## src/rtl/tts_pkg.sv

```systemverilog
package tts_pkg;
  localparam int FLAG_W  = 16;
  localparam int HOLD_W  = 16;
  localparam int WORD_W  = FLAG_W + HOLD_W;

  // flag bit positions (bit 11 ready and bit 12 end-of-cycle are decoded)
  localparam int F_AMP_RST  = 0;
  localparam int F_CMP_RST  = 1;
  localparam int F_OFS_SMP  = 2;
  localparam int F_SIG_SMP  = 3;
  localparam int F_RMP_RST  = 4;
  localparam int F_RMP_END  = 5;
  localparam int F_SWAP     = 6;
  localparam int F_CMP_LRST = 7;
  localparam int F_FE_BIAS  = 8;
  localparam int F_CMP_BIAS = 9;
  localparam int F_CONV_EN  = 10;
  localparam int F_READY    = 11;
  localparam int F_EOC      = 12;

  function automatic logic [FLAG_W-1:0] fbit(input int idx);
    return FLAG_W'(1) << idx;
  endfunction

  // default row word: {hold, flags}
  function automatic logic [WORD_W-1:0] dflt_row(input int r, input int conv_hold);
    logic [FLAG_W-1:0] f;
    logic [HOLD_W-1:0] h;
    logic [FLAG_W-1:0] pre;
    pre = fbit(F_FE_BIAS) | fbit(F_CMP_BIAS) | fbit(F_CMP_RST) |
          fbit(F_CMP_LRST) | fbit(F_RMP_RST) | fbit(F_SWAP);
    case (r)
      0: begin f = pre;                                  h = 16'd2; end
      1: begin f = pre | fbit(F_SIG_SMP);                h = 16'd8; end
      2: begin f = pre | fbit(F_AMP_RST);                h = 16'd4; end
      3: begin f = pre | fbit(F_OFS_SMP);                h = 16'd6; end
      4: begin f = fbit(F_CMP_BIAS) | fbit(F_CMP_LRST) | fbit(F_RMP_RST); h = 16'd2; end
      5: begin f = fbit(F_CMP_BIAS) | fbit(F_CMP_LRST);  h = 16'd2; end
      6: begin f = fbit(F_CMP_BIAS) | fbit(F_CONV_EN);   h = HOLD_W'(conv_hold); end
      7: begin f = fbit(F_CMP_BIAS) | fbit(F_RMP_END);   h = 16'd3; end
      8: begin f = fbit(F_READY) | fbit(F_RMP_RST);      h = 16'd1; end
      9: begin f = fbit(F_EOC);                          h = 16'd1; end
      default: begin f = '0; h = '0; end
    endcase
    return {h, f};
  endfunction
endpackage

```

## src/rtl/tts_table.sv

```systemverilog
module tts_table
  import tts_pkg::*;
#(
  parameter int ROWS     = 32,
  parameter int RES_BITS = 14
) (
  input  logic                     clk,
  input  logic                     rst_n,
  input  logic                     wr_en,
  input  logic [$clog2(ROWS)-1:0]  wr_row,
  input  logic [1:0]               wr_lane,
  input  logic [7:0]               wr_byte,
  input  logic [$clog2(ROWS)-1:0]  seq_row,
  output logic [WORD_W-1:0]        seq_word,
  input  logic [$clog2(ROWS)-1:0]  port_row,
  input  logic [1:0]               port_lane,
  output logic [7:0]               port_byte
);
  localparam int CONV_HOLD = (1 << RES_BITS) / 16 - 8;

  logic [WORD_W-1:0] mem [ROWS];

  always_ff @(posedge clk or negedge rst_n) begin
    if (!rst_n) begin
      for (int r = 0; r < ROWS; r++) mem[r] <= dflt_row(r, CONV_HOLD);
    end else if (wr_en) begin
      mem[wr_row][8*wr_lane +: 8] <= wr_byte;
    end
  end

  assign seq_word  = mem[seq_row];
  assign port_byte = mem[port_row][8*port_lane +: 8];
endmodule

```

## src/rtl/tts_arm.sv

```systemverilog
module tts_arm #(
  parameter int ARM_CYCLES = 200
) (
  input  logic clk,
  input  logic rst_n,
  output logic armed
);
  localparam int CW = $clog2(ARM_CYCLES + 1);
  localparam logic [CW-1:0] LIMIT = CW'(ARM_CYCLES);

  logic [CW-1:0] cnt_q;

  always_ff @(posedge clk or negedge rst_n) begin
    if (!rst_n)              cnt_q <= '0;
    else if (cnt_q != LIMIT) cnt_q <= cnt_q + 1'b1;
  end

  assign armed = (cnt_q == LIMIT);

  p_arm_sticky_r6: assert property (@(posedge clk) disable iff (!rst_n)
    armed |=> armed);
endmodule

```

## src/rtl/tts_engine.sv

```systemverilog
module tts_engine
  import tts_pkg::*;
#(
  parameter int ROWS = 32
) (
  input  logic                    clk,
  input  logic                    rst_n,
  input  logic                    start_i,
  input  logic                    abort_i,
  input  logic [WORD_W-1:0]       row_word_i,
  output logic [$clog2(ROWS)-1:0] rd_row_o,
  output logic [FLAG_W-1:0]       flags_o,
  output logic                    busy_o
);
  localparam int RW = $clog2(ROWS);
  localparam logic [RW-1:0] LAST_ROW = RW'(ROWS - 1);

  logic              busy_q;
  logic [RW-1:0]     row_q;
  logic [HOLD_W-1:0] cnt_q;
  logic [FLAG_W-1:0] flags_q;
  logic [HOLD_W-1:0] eff_hold;
  logic              last_row;

  assign rd_row_o = busy_q ? row_q + 1'b1 : '0;
  assign eff_hold = (row_word_i[WORD_W-1:FLAG_W] == '0) ? HOLD_W'(1)
                                                        : row_word_i[WORD_W-1:FLAG_W];
  assign last_row = flags_q[F_EOC] || (row_q == LAST_ROW);

  always_ff @(posedge clk or negedge rst_n) begin
    if (!rst_n) begin
      busy_q <= 1'b0; row_q <= '0; cnt_q <= '0; flags_q <= '0;
    end else if (abort_i) begin
      busy_q <= 1'b0; row_q <= '0; cnt_q <= '0; flags_q <= '0;
    end else if (!busy_q) begin
      if (start_i) begin
        busy_q  <= 1'b1;
        row_q   <= '0;
        flags_q <= row_word_i[FLAG_W-1:0];
        cnt_q   <= eff_hold;
      end
    end else if (cnt_q != '0) begin
      cnt_q <= cnt_q - 1'b1;
    end else if (last_row) begin
      busy_q  <= 1'b0;
      row_q   <= '0;
      flags_q <= '0;
    end else begin
      row_q   <= row_q + 1'b1;
      flags_q <= row_word_i[FLAG_W-1:0];
      cnt_q   <= eff_hold;
    end
  end

  assign flags_o = flags_q;
  assign busy_o  = busy_q;

  p_idle_quiet_r1: assert property (@(posedge clk) disable iff (!rst_n)
    !busy_q |-> flags_q == '0);
  p_start_r3: assert property (@(posedge clk) disable iff (!rst_n)
    (!busy_q && start_i && !abort_i) |=> (busy_q && row_q == '0));
  p_row_hold_r4: assert property (@(posedge clk) disable iff (!rst_n)
    (busy_q && $past(busy_q) && row_q != $past(row_q)) |-> cnt_q != '0);
  p_eoc_end_r5: assert property (@(posedge clk) disable iff (!rst_n)
    (busy_q && cnt_q == '0 && flags_q[F_EOC] && !abort_i) |=> !busy_q);
  p_abort_r7: assert property (@(posedge clk) disable iff (!rst_n)
    abort_i |=> (!busy_q && flags_q == '0));
  p_busy_start_r8: assert property (@(posedge clk) disable iff (!rst_n)
    (busy_q && start_i && !abort_i && cnt_q != '0) |=> (busy_q && row_q == $past(row_q)));
endmodule

```

## src/rtl/tts_sequencer.sv

```systemverilog
module tts_sequencer
  import tts_pkg::*;
#(
  parameter int ROWS       = 32,
  parameter int RES_BITS   = 14,
  parameter int ARM_CYCLES = 200,
  parameter int ADDR_W     = 8
) (
  input  logic              clk,
  input  logic              rst_n,
  input  logic              conv_start,
  input  logic              cfg_we,
  input  logic [ADDR_W-1:0] cfg_addr,
  input  logic [7:0]        cfg_wdata,
  output logic [7:0]        cfg_rdata,
  output logic [FLAG_W-1:0] seq_flags,
  output logic              seq_busy
);
  localparam int RW = $clog2(ROWS);
  localparam logic [ADDR_W-1:0] CTL_ADDR = ADDR_W'(ROWS * 4);

  logic              armed;
  logic              abort_pend;
  logic              tbl_hit;
  logic              ctl_hit;
  logic [RW-1:0]     seq_row;
  logic [WORD_W-1:0] seq_word;
  logic [7:0]        tbl_byte;

  assign tbl_hit = cfg_addr < CTL_ADDR;
  assign ctl_hit = cfg_addr == CTL_ADDR;

  always_ff @(posedge clk or negedge rst_n) begin
    if (!rst_n) abort_pend <= 1'b0;
    else        abort_pend <= cfg_we && ctl_hit && cfg_wdata[0];
  end

  tts_arm #(.ARM_CYCLES(ARM_CYCLES)) u_arm (
    .clk(clk), .rst_n(rst_n), .armed(armed)
  );

  tts_table #(.ROWS(ROWS), .RES_BITS(RES_BITS)) u_table (
    .clk(clk), .rst_n(rst_n),
    .wr_en(cfg_we && tbl_hit), .wr_row(cfg_addr[RW+1:2]), .wr_lane(cfg_addr[1:0]),
    .wr_byte(cfg_wdata),
    .seq_row(seq_row), .seq_word(seq_word),
    .port_row(cfg_addr[RW+1:2]), .port_lane(cfg_addr[1:0]), .port_byte(tbl_byte)
  );

  tts_engine #(.ROWS(ROWS)) u_engine (
    .clk(clk), .rst_n(rst_n),
    .start_i(conv_start && armed), .abort_i(abort_pend),
    .row_word_i(seq_word), .rd_row_o(seq_row),
    .flags_o(seq_flags), .busy_o(seq_busy)
  );

  always_comb begin
    if (tbl_hit)      cfg_rdata = tbl_byte;
    else if (ctl_hit) cfg_rdata = {6'b0, abort_pend, seq_busy};
    else              cfg_rdata = '0;
  end

  p_arm_guard_r6: assert property (@(posedge clk) disable iff (!rst_n)
    !armed |-> !seq_busy);
  p_abort_clear_r7: assert property (@(posedge clk) disable iff (!rst_n)
    (abort_pend && !(cfg_we && ctl_hit)) |=> !abort_pend);
endmodule

```

## config.mk

```make
export PLATFORM = sky130hd
export DESIGN_NAME = tts_sequencer
export DESIGN_NICKNAME = d
export VERILOG_FILES = /design/src/rtl/tts_pkg.sv /design/src/rtl/tts_table.sv /design/src/rtl/tts_arm.sv /design/src/rtl/tts_engine.sv /design/src/rtl/tts_sequencer.sv
export SDC_FILE = /design/constraint.sdc
export NUM_CORES = 2
export LEC_CHECK = 0
export BUFFER_PORTS_ARGS = -buffer_cell sky130_fd_sc_hd__buf_2
export CORE_UTILIZATION = 40
export CTS_CLUSTER_SIZE = 24
export DETAILED_ROUTE_END_ITERATION = 10
export GPL_TIMING_DRIVEN = 0
export PLACE_DENSITY = 0.68
export SYNTH_ARGS = -nofsm -noshare
export SYNTH_HDL_FRONTEND = slang
export SYNTH_SLANG_ARGS = --single-unit
export TNS_END_PERCENT = 50
```

## constraint.sdc

```tcl
create_clock -name clk -period 3.9 [get_ports clk]
set_clock_uncertainty 0.05 [all_clocks]
set_input_delay 0.975 -clock clk [delete_from_list [all_inputs] [get_ports clk]]
set_output_delay 0.975 -clock clk [all_outputs]
set_load 0.005 [all_outputs]
```

==> results.json <==
{
  "die_x_um": 377,
  "slew_headroom_pct": -9.19,
  "grt_start_max_net_pins": 163,
  "globalplace.congestion": 1.10,
  "worstReg2RegStart": "u_engine.busy_o",
  "numCtsBuffers": 120,
  "cts_root_buf": "clkbuf_16",
  "post_synth_edffs": 0,
  "grt_pass1_wl_um": 419000,
  "r2r.worst_path.cells": 9,
  "regToRegEndpoint": "u_engine.flags_o[7]",
  "cpPeakStageDelay_ns": 0.44,
  "hp-class": "in2async",
  "ys_seq_elements": 1071,
  "crit_fanout": 10,
  "detail_route.first_pass.iterations": 10,
  "power.static_leakage_nw": 27.0,
  "post_detail_place_hpwl_um": 220000,
  "grt_overflow": 0,
  "clk_transition_reported_paths_ns": 0.06,
  "timing.setup.tns_ns": -17.38,
  "powerDensity_nw_per_um2": 388,
  "worst_hold_slack_ns": 0.0837,
  "final_critical_delay_including_setup_and_external_delays_ns": 4.91,
  "synth_sequential_area_ratio_pct": 47.7,
  "routed_wire_length_per_instance_um": 38.8,
  "post_syn_instances": 5696,
  "design.portCount": 45,
  "detail_route.iter0.violations": 9916,
  "core_area_um2": 140000,
  "post_synth_num_cell_types": 72,
  "drive_gt1_share_pct": 19.3,
  "worstPathBufferInverterCount": 7,
  "ys.flop_type": "dfrtp_1",
  "cts.hold.buffers_added": 0,
  "critical-path-slowest-cell": "o22ai_4",
  "synth_net_count": 5727,
  "antenna_violating_nets_post_route": 0,
  "dp_slack_ns": -2.64,
  "final.period_utilization_pct": 126,
  "synthesis.yosys.warnings": 0,
  "failed_checks": "capacitance limit, slew limit, setup timing",
  "worstSetupStartpointType": "primary input",
  "syn2layout_area_growth_pct": 18.5,
  "post_synth_instance_area_um2": 56300,
  "initial_standard_cell_utilization_of_the_core_pct": 40.4,
  "worst-setup-path-type": "in2out",
  "timing_hold_violations_final": 0,
  "cp_top_family": "buffers and inverters",
  "drc": 0,
  "cts.htree.levels": 3,
  "ys_async_sr_fraction_pct": 100,
  "post_synth.cell_area_avg_um2": 9.89,
  "cts_num_sinks": 1071,
  "i_o_buffers": 42,
  "worstSkewPairLatency_ns": 0.81,
  "clock_tree_from_tritoncts": "done",
  "status": "finished with violations",
  "worst-slew-pin-transition_ns": 1.63,
  "drv_slew": 10,
  "total_power_mw": 25.9,
  "path_cells": "buf_2 -> buf_4 -> buf_4 -> clkbuf_4 -> buf_16 -> clkbuf_4 -> a21oi_2 -> nor3_4 -> a31oi_2 -> o22ai_4 -> buf_2",
  "initial_antenna_violation_count": 31,
  "final_common_cell": "nand2_1",
  "detailroute.via_count": 55000,
  "rsz0062_at_grt": "true",
  "vias_in_the_first_global_route": 51100,
  "fmax_mhz": 204,
  "ir_worst_vdd_v": 0.000388,
  "nNetsFinal": 6006,
  "worst_slack_ns": -1.01,
  "cp_data_arrival_time_ns": 3.88,
  "globalRouteTotalUtil_pct": 43.0,
  "cts_buffer_depth": 3,
  "instances_no_fill": 7977,
  "timing.final.setup_violations": 140,
  "dieArea_um2": 142000,
  "num_rows": 137,
  "mostFrequentLayoutCells": "nand2_1 (1609), o21ai_0 (1051), dfrtp_1 (1014), mux4_2 (340), clkbuf_1 (297)",
  "timing.critical_path.required_ns": 2.87,
  "chipHeight_um": 377,
  "drv.max_cap_violation_count": 2,
  "setup.worst_path.end_class": "primary output",
  "via_per_inst": 6.89,
  "timing.reg2reg.setup_slack_ns": -0.27,
  "routed_wirelength_um": 309000,
  "placed_cells_incl_taps": 7627
}
==> synthesized netlist by cell type (4+ instances only) <==
cell / count / area, um2
mux2i_1: 204 / 2040
o311ai_0: 17 / 149
o21ai_0: 1062 / 5320
nor2_1: 82 / 308
a311oi_1: 111 / 972
buf_1: 13 / 48.8
nor4_1: 14 / 87.6
nor3b_1: 4 / 30.0
and2_1: 84 / 526
dfrtp_1: 1014 / 25400
dfstp_2: 57 / 1500
buf_2: 75 / 375
clkbuf_1: 367 / 1380
nand2b_1: 6 / 37.5
o211ai_1: 14 / 105
nand3_1: 60 / 300
a31oi_1: 19 / 119
o22a_1: 12 / 105
and3_1: 4 / 25.0
buf_4: 46 / 345
o31ai_1: 20 / 150
or2_2: 5 / 31.3
mux4_2: 340 / 7660
a221o_1: 5 / 50.1
mux2_2: 16 / 180
a32oi_1: 8 / 70.1
a22oi_1: 28 / 210
a221oi_1: 11 / 96.3
o221ai_1: 6 / 52.6
a2111oi_0: 8 / 70.1
a21oi_1: 113 / 566
buf_6: 9 / 101
o22ai_1: 35 / 219
a211oi_1: 102 / 766
ha_1: 11 / 138
nor2b_1: 11 / 68.8
nor3_1: 17 / 85.1
nand2_1: 1611 / 6050
inv_1: 8 / 30.0
xnor2_1: 6 / 52.6
a22o_1: 21 / 184
==> cell type report <==
| class | count | area, um2 |
|---|---|---|
| antenna | 19 | 47.5 |
| buffer | 506 | 3440 |
| clock buffer | 165 | 3420 |
| clock inverter | 64 | 858 |
| fill | 13100 | 72800 |
| inverter | 10 | 40.0 |
| multi-input combinational | 4105 | 28100 |
| sequential | 1071 | 26900 |
| tap | 1876 | 2350 |
| timing repair buffer | 161 | 1650 |
==> logic make-up after synthesis <==
| logic type | Yosys count | synth area share (%) |
|---|---|---|
| compound gates | 1611 | 16.6 |
| fa+ha+maj | 11 | 0.244 |
| mux | 560 | 17.5 |
| buf+inv | 520 | 4.06 |
| flops | 1071 | 47.7 |
| xor+xnor | 10 | 0.202 |
| simple gates | 1913 | 13.6 |
==> how the worst max path moves through the flow <==
stage	from	end	slack, ns	depth (start not counted)
finish	cfg_addr[4]	cfg_rdata[1]	-1.01	11
global route	cfg_addr[3]	cfg_rdata[5]	-0.90	12
CTS	cfg_addr[3]	cfg_rdata[0]	-0.83	12
detailed placement	cfg_addr[4]	cfg_rdata[1]	-2.64	11
global placement	rst_n	u_table.mem[195]	-22.06	1
floorplan	cfg_addr[3]	cfg_rdata[7]	-0.01	9
==> stage by stage <==
step | util, % | area [um2]
floorplan | - | 56400
global placement | 42.2 | 58900
detailed placement | 42.5 | 59300
CTS | 47.3 | 65900
global route | 47.8 | 66700
finish | 47.8 | 66700
==> state kept, by name (all words and copies together) (netlist names) <==
name and flops:
u_engine.row_q 5, abort_pend 1, u_engine.flags_o 16, u_arm.cnt_q 8
u_engine.busy_o 1, u_table.mem 1024, u_engine.cnt_q 16
==> worst register-to-register path: cells and delay by family, from the launching register on <==
kind                   cells  cell delay [ns]
AO/OA/AOI/OAI              3             1.05
buffers and inverters      3             1.91
flip-flops                 1             0.50
AND/OR/NAND/NOR            3             0.60
==> repair_timing <==
action / 4_1_cts / 5_1_grt
setup endpoints to repair: 822 / 67
pin swaps: 28 / 27
setup buffers: 57 / 45
gates cloned: 3 / 0
gates resized for setup: 465 / 123
==> power breakdown <==
part	internal [mW]	switching, mW	total [mW]
clock	7.34	5.24	12.6
combinational	0.598	1.37	1.96
sequential	11.2	0.113	11.3
total	19.2	6.72	25.9
==> routing by layer <==
metal	vias up	GRT usage, %	part of all wire [%]
met4	39	31.5	9.3
met2	5056	55.8	38
met1	27300	52.0	35
li1	21100	-	-
met5	-	1.23	0.23
met3	1441	25.1	18
No activity file was read; power rests on OpenSTA's default activity.
